--- src/rtl/jc_pkg.sv ---
package jc_pkg;
  localparam int WORD_W    = 32;
  localparam int PAY_W     = 24;
  localparam int IMM_W     = 64;
  localparam int SHORT_W   = 9;
  localparam int I16_W     = 16;
  localparam int WIDE_W    = PAY_W + SHORT_W;
  localparam int MAX_CHAIN = 2;
  localparam int CNT_W     = $clog2(MAX_CHAIN + 1);
  localparam int TOP_W     = IMM_W - 2 * PAY_W;

  localparam logic [7:0] B_R3   = 8'hF0;
  localparam logic [7:0] B_LS   = 8'hF1;
  localparam logic [7:0] B_ALU  = 8'hF2;
  localparam logic [7:0] B_I16  = 8'hF8;
  localparam logic [7:0] B_MOVU = 8'hFA;
  localparam logic [7:0] B_MOVN = 8'hFB;
  localparam logic [7:0] B_PIMM = 8'hFE;
  localparam logic [7:0] B_POPC = 8'hFF;

  typedef enum logic [2:0] {
    K_NONE  = 3'd0,
    K_PLAIN = 3'd1,
    K_IMM   = 3'd2,
    K_MOVR0 = 3'd3,
    K_JMP   = 3'd4,
    K_CALL  = 3'd5
  } kind_e;

  typedef enum logic [3:0] {
    C_OTHER, C_R3, C_LS, C_ALU, C_I16, C_MOVU, C_MOVN, C_PIMM, C_POPC
  } cls_e;
endpackage

--- src/rtl/jc_classify.sv ---
module jc_classify
  import jc_pkg::*;
(
  input  logic [WORD_W-1:0] word_i,
  output cls_e              cls_o
);
  always_comb begin
    unique case (word_i[WORD_W-1 -: 8])
      B_R3:    cls_o = C_R3;
      B_LS:    cls_o = C_LS;
      B_ALU:   cls_o = C_ALU;
      B_I16:   cls_o = C_I16;
      B_MOVU:  cls_o = C_MOVU;
      B_MOVN:  cls_o = C_MOVN;
      B_PIMM:  cls_o = C_PIMM;
      B_POPC:  cls_o = C_POPC;
      default: cls_o = C_OTHER;
    endcase
  end
endmodule

--- src/rtl/jc_state.sv ---
module jc_state
  import jc_pkg::*;
(
  input  logic                           clk_i,
  input  logic                           rst_ni,
  input  logic                           take_i,
  input  logic                           clear_i,
  input  logic                           take_opx_i,
  input  logic [PAY_W-1:0]               pay_i,
  output logic [CNT_W-1:0]               cnt_o,
  output logic                           opx_o,
  output logic [MAX_CHAIN-1:0][PAY_W-1:0] pay_o
);
  logic [CNT_W-1:0]                cnt_q;
  logic                            opx_q;
  logic [MAX_CHAIN-1:0][PAY_W-1:0] pay_q;

  always_ff @(posedge clk_i or negedge rst_ni) begin
    if (!rst_ni) begin
      cnt_q <= '0;
      opx_q <= 1'b0;
      pay_q <= '0;
    end else if (clear_i) begin
      cnt_q <= '0;
      opx_q <= 1'b0;
      pay_q <= '0;
    end else if (take_i) begin
      cnt_q <= cnt_q + CNT_W'(1);
      opx_q <= take_opx_i;
      for (int i = 0; i < MAX_CHAIN; i++) begin
        if (cnt_q == CNT_W'(i)) pay_q[i] <= pay_i;
      end
    end
  end

  assign cnt_o = cnt_q;
  assign opx_o = opx_q;
  assign pay_o = pay_q;
endmodule

--- src/rtl/jc_merge.sv ---
module jc_merge
  import jc_pkg::*;
(
  input  cls_e              cls_i,
  input  logic [WORD_W-1:0] word_i,
  input  logic [CNT_W-1:0]  cnt_i,
  input  logic              opx_i,
  input  logic [PAY_W-1:0]  p0_i,
  input  logic [PAY_W-1:0]  p1_i,
  output kind_e             kind_o,
  output logic [IMM_W-1:0]  imm_o,
  output logic              ill_o,
  output logic              opxv_o
);
  logic [IMM_W-1:0]  sx9, sx16, sx33, full64, mov24, mov48, tgt48;
  logic [WIDE_W-1:0] wide;
  logic              neg;

  assign neg    = (cls_i == C_MOVN);
  assign wide   = {p0_i, word_i[SHORT_W-1:0]};
  assign sx9    = {{(IMM_W-SHORT_W){word_i[SHORT_W-1]}}, word_i[SHORT_W-1:0]};
  assign sx16   = {{(IMM_W-I16_W){word_i[I16_W-1]}}, word_i[I16_W-1:0]};
  assign sx33   = {{(IMM_W-WIDE_W){wide[WIDE_W-1]}}, wide};
  assign full64 = {p0_i, p1_i, word_i[I16_W-1:0]};
  assign mov24  = {{(IMM_W-PAY_W){neg}}, word_i[PAY_W-1:0]};
  assign mov48  = {{TOP_W{neg}}, p0_i, word_i[PAY_W-1:0]};
  assign tgt48  = {{TOP_W{1'b0}}, p0_i, word_i[PAY_W-1:0]};

  always_comb begin
    kind_o = K_NONE;
    imm_o  = '0;
    ill_o  = 1'b0;
    opxv_o = 1'b0;
    unique case (cls_i)
      C_R3: begin
        if (cnt_i == '0) kind_o = K_PLAIN;
        else if (cnt_i == CNT_W'(1) && opx_i) begin
          kind_o = K_PLAIN;
          opxv_o = 1'b1;
        end else ill_o = 1'b1;
      end
      C_LS, C_ALU: begin
        if (cnt_i == '0) begin
          kind_o = K_IMM;
          imm_o  = sx9;
        end else if (cnt_i == CNT_W'(1)) begin
          kind_o = K_IMM;
          imm_o  = opx_i ? sx9 : sx33;
          opxv_o = opx_i;
        end else ill_o = 1'b1;  // 57-bit form unsupported
      end
      C_I16: begin
        if (cnt_i == '0) begin
          kind_o = K_IMM;
          imm_o  = sx16;
        end else if (cnt_i == CNT_W'(1) && opx_i) begin
          kind_o = K_IMM;
          imm_o  = sx16;
          opxv_o = 1'b1;
        end else if (cnt_i == CNT_W'(MAX_CHAIN)) begin
          kind_o = K_IMM;
          imm_o  = full64;
        end else ill_o = 1'b1;
      end
      C_MOVU, C_MOVN: begin
        if (cnt_i == '0) begin
          kind_o = K_MOVR0;
          imm_o  = mov24;
        end else if (cnt_i == CNT_W'(1)) begin
          kind_o = opx_i ? (neg ? K_CALL : K_JMP) : K_MOVR0;
          imm_o  = opx_i ? tgt48 : mov48;
        end else ill_o = 1'b1;
      end
      C_OTHER: begin
        if (cnt_i == '0) kind_o = K_PLAIN;
        else ill_o = 1'b1;
      end
      default: ill_o = 1'b1;
    endcase
  end
endmodule

--- src/rtl/jumbo_combiner.sv ---
module jumbo_combiner
  import jc_pkg::*;
(
  input  logic        clk_i,
  input  logic        rst_ni,
  input  logic        valid_i,
  input  logic        flush_i,
  input  logic [31:0] word_i,
  output logic        valid_o,
  output logic        bubble_o,
  output logic        irq_ok_o,
  output logic        illegal_o,
  output logic [2:0]  kind_o,
  output logic [63:0] imm_o,
  output logic        opx_valid_o,
  output logic [23:0] opx_o
);
  cls_e                            cls;
  logic [CNT_W-1:0]                cnt_q;
  logic                            opx_q;
  logic [MAX_CHAIN-1:0][PAY_W-1:0] pay_q;
  kind_e                           m_kind;
  logic [IMM_W-1:0]                m_imm;
  logic                            m_ill, m_opxv;
  logic                            fire, is_pfx, pfx_ok, take, clear, issue_ok;

  jc_classify u_cls (.word_i(word_i), .cls_o(cls));

  assign fire   = valid_i & ~flush_i;
  assign is_pfx = (cls == C_PIMM) | (cls == C_POPC);
  // second link only for immediate chains; no form consumes two opcode prefixes
  assign pfx_ok = is_pfx & ((cnt_q == '0) |
                  ((cnt_q < CNT_W'(MAX_CHAIN)) & ~opx_q & (cls == C_PIMM)));
  assign take   = fire & pfx_ok;
  assign clear  = flush_i | (fire & ~pfx_ok);

  jc_state u_st (
    .clk_i     (clk_i),
    .rst_ni    (rst_ni),
    .take_i    (take),
    .clear_i   (clear),
    .take_opx_i(cls == C_POPC),
    .pay_i     (word_i[PAY_W-1:0]),
    .cnt_o     (cnt_q),
    .opx_o     (opx_q),
    .pay_o     (pay_q)
  );

  jc_merge u_mg (
    .cls_i (cls),
    .word_i(word_i),
    .cnt_i (cnt_q),
    .opx_i (opx_q),
    .p0_i  (pay_q[0]),
    .p1_i  (pay_q[1]),
    .kind_o(m_kind),
    .imm_o (m_imm),
    .ill_o (m_ill),
    .opxv_o(m_opxv)
  );

  assign issue_ok    = fire & ~is_pfx & ~m_ill;
  assign valid_o     = fire;
  assign bubble_o    = take;
  assign irq_ok_o    = fire & ~pfx_ok;
  assign illegal_o   = fire & (is_pfx ? ~pfx_ok : m_ill);
  assign kind_o      = issue_ok ? m_kind : K_NONE;
  assign imm_o       = issue_ok ? m_imm : '0;
  assign opx_valid_o = issue_ok & m_opxv;
  assign opx_o       = (issue_ok & m_opxv) ? pay_q[0] : '0;
endmodule

--- config.mk ---
export PLATFORM = sky130hd
export DESIGN_NAME = jumbo_combiner
export DESIGN_NICKNAME = d
export VERILOG_FILES = /design/src/rtl/jc_pkg.sv /design/src/rtl/jc_classify.sv /design/src/rtl/jc_state.sv /design/src/rtl/jc_merge.sv /design/src/rtl/jumbo_combiner.sv
export SDC_FILE = /design/constraint.sdc
export NUM_CORES = 1
export LEC_CHECK = 0
export BUFFER_PORTS_ARGS = -buffer_cell sky130_fd_sc_hd__buf_2
export CELL_PAD_IN_SITES_DETAIL_PLACEMENT = 1
export CELL_PAD_IN_SITES_GLOBAL_PLACEMENT = 2
export CORE_MARGIN = 2
export CORE_UTILIZATION = 33
export CTS_CLUSTER_DIAMETER = 120
export DETAILED_ROUTE_END_ITERATION = 10
export PLACE_DENSITY = 0.95
export SYNTH_ARGS = -nofsm -noshare
export SYNTH_HDL_FRONTEND = slang
export SYNTH_SLANG_ARGS = --single-unit
--- constraint.sdc ---
create_clock -name clk_i -period 6.77 [get_ports clk_i]
set_input_delay 1.0155 -clock clk_i [delete_from_list [all_inputs] [get_ports clk_i]]
set_output_delay 1.0155 -clock clk_i [all_outputs]
set_load 0.1 [all_outputs]
; Word level (Yosys, flattened, before mapping)
; Cells that the tools add are included.
[op_classes]
addsub = 1
magnitude_cmp = 1
n_eq_ne = 18
n_mux = 50
n_bitwise = 18
reduce_logical = 12
[ops]
columns = operator, count
row1 = 64-bit 2-to-1 mux, 10
row2 = 64-bit one-hot mux with 3 select lines, 1
row3 = 48-bit 2-to-1 mux, 2
row4 = 24-bit 2-to-1 mux, 3
row5 = "8-bit equality test, second input constant", 8
row6 = 4-bit one-hot mux with 8 select lines, 1
row7 = 3-bit 2-to-1 mux, 8
row8 = 1-bit 2-to-1 mux, 18
row9 = "4-bit by 3-bit equality test with 1-bit output, second input constant", 4
row10 = 3-bit one-hot mux with 5 select lines, 1
row11 = 1-bit bitwise AND, 10
row12 = "4-bit by 2-bit equality test with 1-bit output, second input constant", 2
row13 = 2-bit 2-to-1 mux, 4
row14 = 2-bit nonzero test, 3
row15 = 2-bit OR reduction, 3
row16 = 1-bit inverter, 5
row17 = "4-bit by 1-bit equality test with 1-bit output, second input constant", 1
row18 = "4-bit equality test, second input constant", 1
row19 = 4-bit zero test, 1
row20 = 1-bit one-hot mux with 4 select lines, 1
row21 = 2-bit AND reduction, 2
row22 = 4-bit OR reduction, 1
row23 = 1-bit OR, 3
row24 = "2-bit by 1-bit adder with 2-bit output, second input constant", 1
row25 = other kinds (6), 6
[word_totals]
regBits = 51
wordCells = 104

; Longest topological paths before layout
[logic_depth]
word_depth = 11
ltp_mapped = 9
depth_no_buf = 6

; Hierarchy
; From an unflattened synthesis, not the netlist that was laid out.
[unflattened]
cells_unflattened = 595
hier_area_um2 = 4997.3
[by_module_without_submodules]
columns = module, instances, cells_each, area_per_inst_um2, seq_area_each_um2
row1 = jc_state, 1, 198, 2391.0, 1276.2
row2 = jc_merge, 1, 262, 1695.4, 0.0
row3 = jumbo_combiner, 1, 119, 815.8, 0.0
row4 = jc_classify, 1, 16, 95.1, 0.0

; Worst setup path after synthesis
; No wires, ideal clock.
[synth_timing]
path_kind = input port to output port
startpoint = in word_i[26]
endpoint = out imm_o[33]
arrival_time_ns = 4.668
t_required_ns = 5.754
slack_ns = 1.086
cell_stages = 6
path_buffers = 2
path_cell_list = buf_2 > or4b_4 > nor2_2 > clkbuf_1 > o21ai_0 > a311oi_1
[synth_via]
elab_chain_cells = 8
elab_cells_between_ends = 30
[synth_rtl]
columns = item, line
row1 = from (decl), jumbo_combiner.sv:8  ; input logic [31:0] word_i,
row2 = 8-bit equality test, jc_classify.sv:8  ; unique case (word_i[WORD_W-1 -: 8])
row3 = 4-bit one-hot mux with 8 select lines *, jc_classify.sv:8
row4 = "4-bit by 2-bit equality test with 1-bit output, or another cell as far along", jc_merge.sv:34  ; unique case (cls_i)
row5 = 4-bit OR reduction (no line) / 1-bit OR (equally long branches), -
row6 = 1-bit one-hot mux with 4 select lines / 1-bit inverter (equally long branches), "jc_merge.sv:34, jumbo_combiner.sv:62"
row7 = 1-bit inverter / 1-bit bitwise AND (equally long branches), jumbo_combiner.sv:62  ; assign issue_ok = fire & ~is_pfx & ~m_ill;
row8 = 1-bit bitwise AND, jumbo_combiner.sv:62
row9 = 64-bit 2-to-1 mux *, jumbo_combiner.sv:68  ; assign imm_o = issue_ok ? m_imm : '0;
row10 = to (decl), jumbo_combiner.sv:14  ; output logic [63:0] imm_o,
; Every way passes the cells marked *; elsewhere a longest branch is shown, timed or not.

; Final worst setup path
[layout_timing]
startpoint = in word_i[30]
endpoint = out imm_o[37]
; The elaborated chain is that of the path after synthesis.

==> flow_summary_export.csv <==
group,metric,value,unit
status,status,"complete, no violations",
clocking,clk_path_buf_depth,2,
layout,area_delta_synth_final,15.0,%
worst_setup_path,startpoint,"word_i[30]",
synth,synth_area,5110,um2
clocking,clk_pin_slew,0.06,ns
min_path,hp-start,"u_st.cnt_o[1]",
floorplanning,die_h,128,um
flow_run,maxCapViolCount,0,
detailed_routing,drtPass1Iterations,7,
layout,n_antenna_cell,0,
worst_setup_path,cp-end-kind,"output port",
worst_setup_path,cp_max_fo,32,
synth,yosysWarnings,0,
power,p_int,0.000495,W
floorplanning,initial_core_util,0.337,
clocking,cts_made_buffers,5,
sta,rsz0062_at_grt,"no",
place,port_buffers,131,
synth,synth-seq-area-share,0.250,
synth,synth_nets,689,
floorplanning,core,15100,um2
clocking,cts_resized,0,
clocking,cts_tree,"yes",
worst_setup_path,arrival,4.04,ns
detailed_routing,vias_per_cell,6.11,
layout,mostFrequentLayoutCells,"buf_2 (131), a21o_1 (70), o21ai_0 (51), dfrtp_1 (51), and3_1 (49)",
floorplanning,die_area,16500,um2
synth,ys_seq_elements,51,
power,seqPwrFrac,0.457,
floorplanning,io-pin-count,132,
clocking,h-tree-depth,2,
sta,maxSlewViolCount,0,
global_routing,overflow,0,
floorplanning,dieWidth,128,um
global_routing,antenna_found_initial,0,
clocking,cts.hold.buffers_added,0,
worst_setup_path,required,5.75,ns
place,pre_cts_slack,1.81,ns
power,power.share.clock,0.358,
worst_setup_path,rrSetupSlack,3.71,ns
synth,syn_area_per_cell,7.86,um2
synth,synth_edf_count,0,
detailed_routing,wire_per_inst,22.4,um
global_routing,grt_pass1_vias,5619,
synth,async_reset_ff_frac,1.00,
sta,fmax,198,MHz
min_path,hold_class,"reg2reg",
sta,setup_violations,0,
sta,setup_slack,1.72,ns
clocking,cts_setup_buffers,0,
clocking,numClockSinks,51,
power,p_leak,2.90,nW
sta,fin_crit_sh,0.746,
clocking,clk_latency,0.30,ns
global_routing,grt_pass1_wl,31.9,mm
sta,worst_pin_slew,1.30,ns
power,combPwrFrac,0.185,
power,p_per_area,123,nW/um2
power,p_sw,0.000231,W
power,ir_drop,0.0949,mV
global_routing,grt_max_degree,76,
detailed_routing,drc,0,
sta,max_slew_margin,0.136,
detailed_routing,vias,5534,
sta,clock_skew,0.00959,ns
detailed_routing,drt-total-wl,20.3,mm
power,p_sw_frac,0.318,
clocking,clock-root-buffer,"clkbuf_16",
detailed_routing,drtIter0Drc,422,
sta,finalHoldViolCount,0,
worst_setup_path,critPathKind,"in2out",
layout,drive_gt1_frac,0.265,
global_routing,grt_use_total,0.244,
detailed_routing,ant_nets,0,
place,dp_hpwl,13.9,mm
worst_setup_path,worstReg2RegStart,"u_st.cnt_o[0]",
place,place_congestion,0.835,
floorplanning,num_rows,45,
sta,fin_crit,5.05,ns
layout,mostFrequentLayoutCell,"buf_2",
worst_setup_path,worstSetupStartpointType,"input pin",
synth,synth_cell_types,54,
synth,synth-main-ff-cell,"dfrtp_1",
sta,setup_tns,0,ns
layout,layout.nets,756,
synth,postSynthCellCount,650,
==> logic make-up (layout without fill, tap and decap cells) <==
kind of cell,Yosys count,count (layout),share of synthesized area
multiplexers,24,24,0.0529
AO/OA/AOI/OAI,234,234,0.321
flip-flops,51,51,0.250
XOR/XNOR,3,3,0.00514
adder cells (fa/ha/maj),4,4,0.00930
buffers and inverters,91,159,0.0808
AND/OR/NAND/NOR,243,243,0.281
==> flip-flops by register name (all words and copies together) (netlist names) <==
register / count
u_st.opx_o: 1
u_st.cnt_o: 2
u_st.pay_o: 48
==> area by class of cell <==
cell class	instances	area [um2]
Fill cell	1882	9270
Clock buffer	6	129
Timing Repair Buffer	144	753
Tap cell	188	235
Clock inverter	2	12.5
Multi-Input combinational cell	508	3450
Sequential cell	51	1280
Inverter	7	26.3
==> critical path, stage by stage <==
cell	delay, ns
buf_2	0.09
nand4_1	0.55
nor2_2	0.83
buf_4	0.41
o21ai_0	0.14
a311oi_1	0.48
buf_2	0.52
==> synth_stat cells (all sizes together) (10+ instances only) <==
library cell | count | share of area
a211oi | 36 | 0.053
nand2b | 27 | 0.033
nand2 | 34 | 0.025
dfrtp | 51 | 0.25
mux2 | 24 | 0.053
buf | 25 | 0.032
o21ai | 53 | 0.054
clkbuf | 59 | 0.043
a311oi | 23 | 0.039
a32oi | 10 | 0.017
nand3 | 24 | 0.024
nor2b | 28 | 0.034
and3 | 49 | 0.060
nor2 | 12 | 0.0093
a21o | 70 | 0.10
and2 | 26 | 0.032
nor3b | 27 | 0.040
a21oi | 27 | 0.028
==> worst paths after layout <==
check                            endpoint  cells past startpoint
max                             imm_o[37]                      7
min                         u_st.cnt_o[1]                      2
max reg2reg                u_st.pay_o[27]                      7
min reg2reg                 u_st.cnt_o[1]                      2
max in group asynchronous  u_st.pay_o[23]                      2
min in group asynchronous  u_st.pay_o[12]                      2
==> per-stage QoR <==
step	instance area (um2)	power [W]	util	hold slack (ns)	instances
floorplan	5110	0.000420	-	0.526	650
global placement	5740	0.000465	0.379	0.548	898
detailed placement	5740	0.000471	0.379	0.580	898
CTS	5880	0.000726	0.388	0.595	906
global route	5880	0.000752	0.388	0.615	906
finish	5880	0.000725	0.388	0.588	906
==> power groups by stage <==
stage	Sequential (W)	Combinational [W]	Clock, W
6_report	0.000332	0.000134	0.000259
5_1_grt	0.000332	0.000145	0.000274
4_1_cts	0.000331	0.000134	0.000261
3_5_place_dp	0.000337	0.000134	0
3_3_place_gp	0.000336	0.000129	0
2_1_floorplan	0.000327	0.0000932	0
==> per-layer routing <==
| layer | track usage | wire length [um] | part of all wire |
|---|---|---|---|
| met1 | 0.336 | 9020 | 0.44 |
| met2 | 0.401 | 9480 | 0.47 |
| met3 | 0.0378 | 1420 | 0.070 |
| met4 | 0.0608 | 353 | 0.017 |
| met5 | 0 | 0 | 0 |
Power figures use the tool's default switching activity.
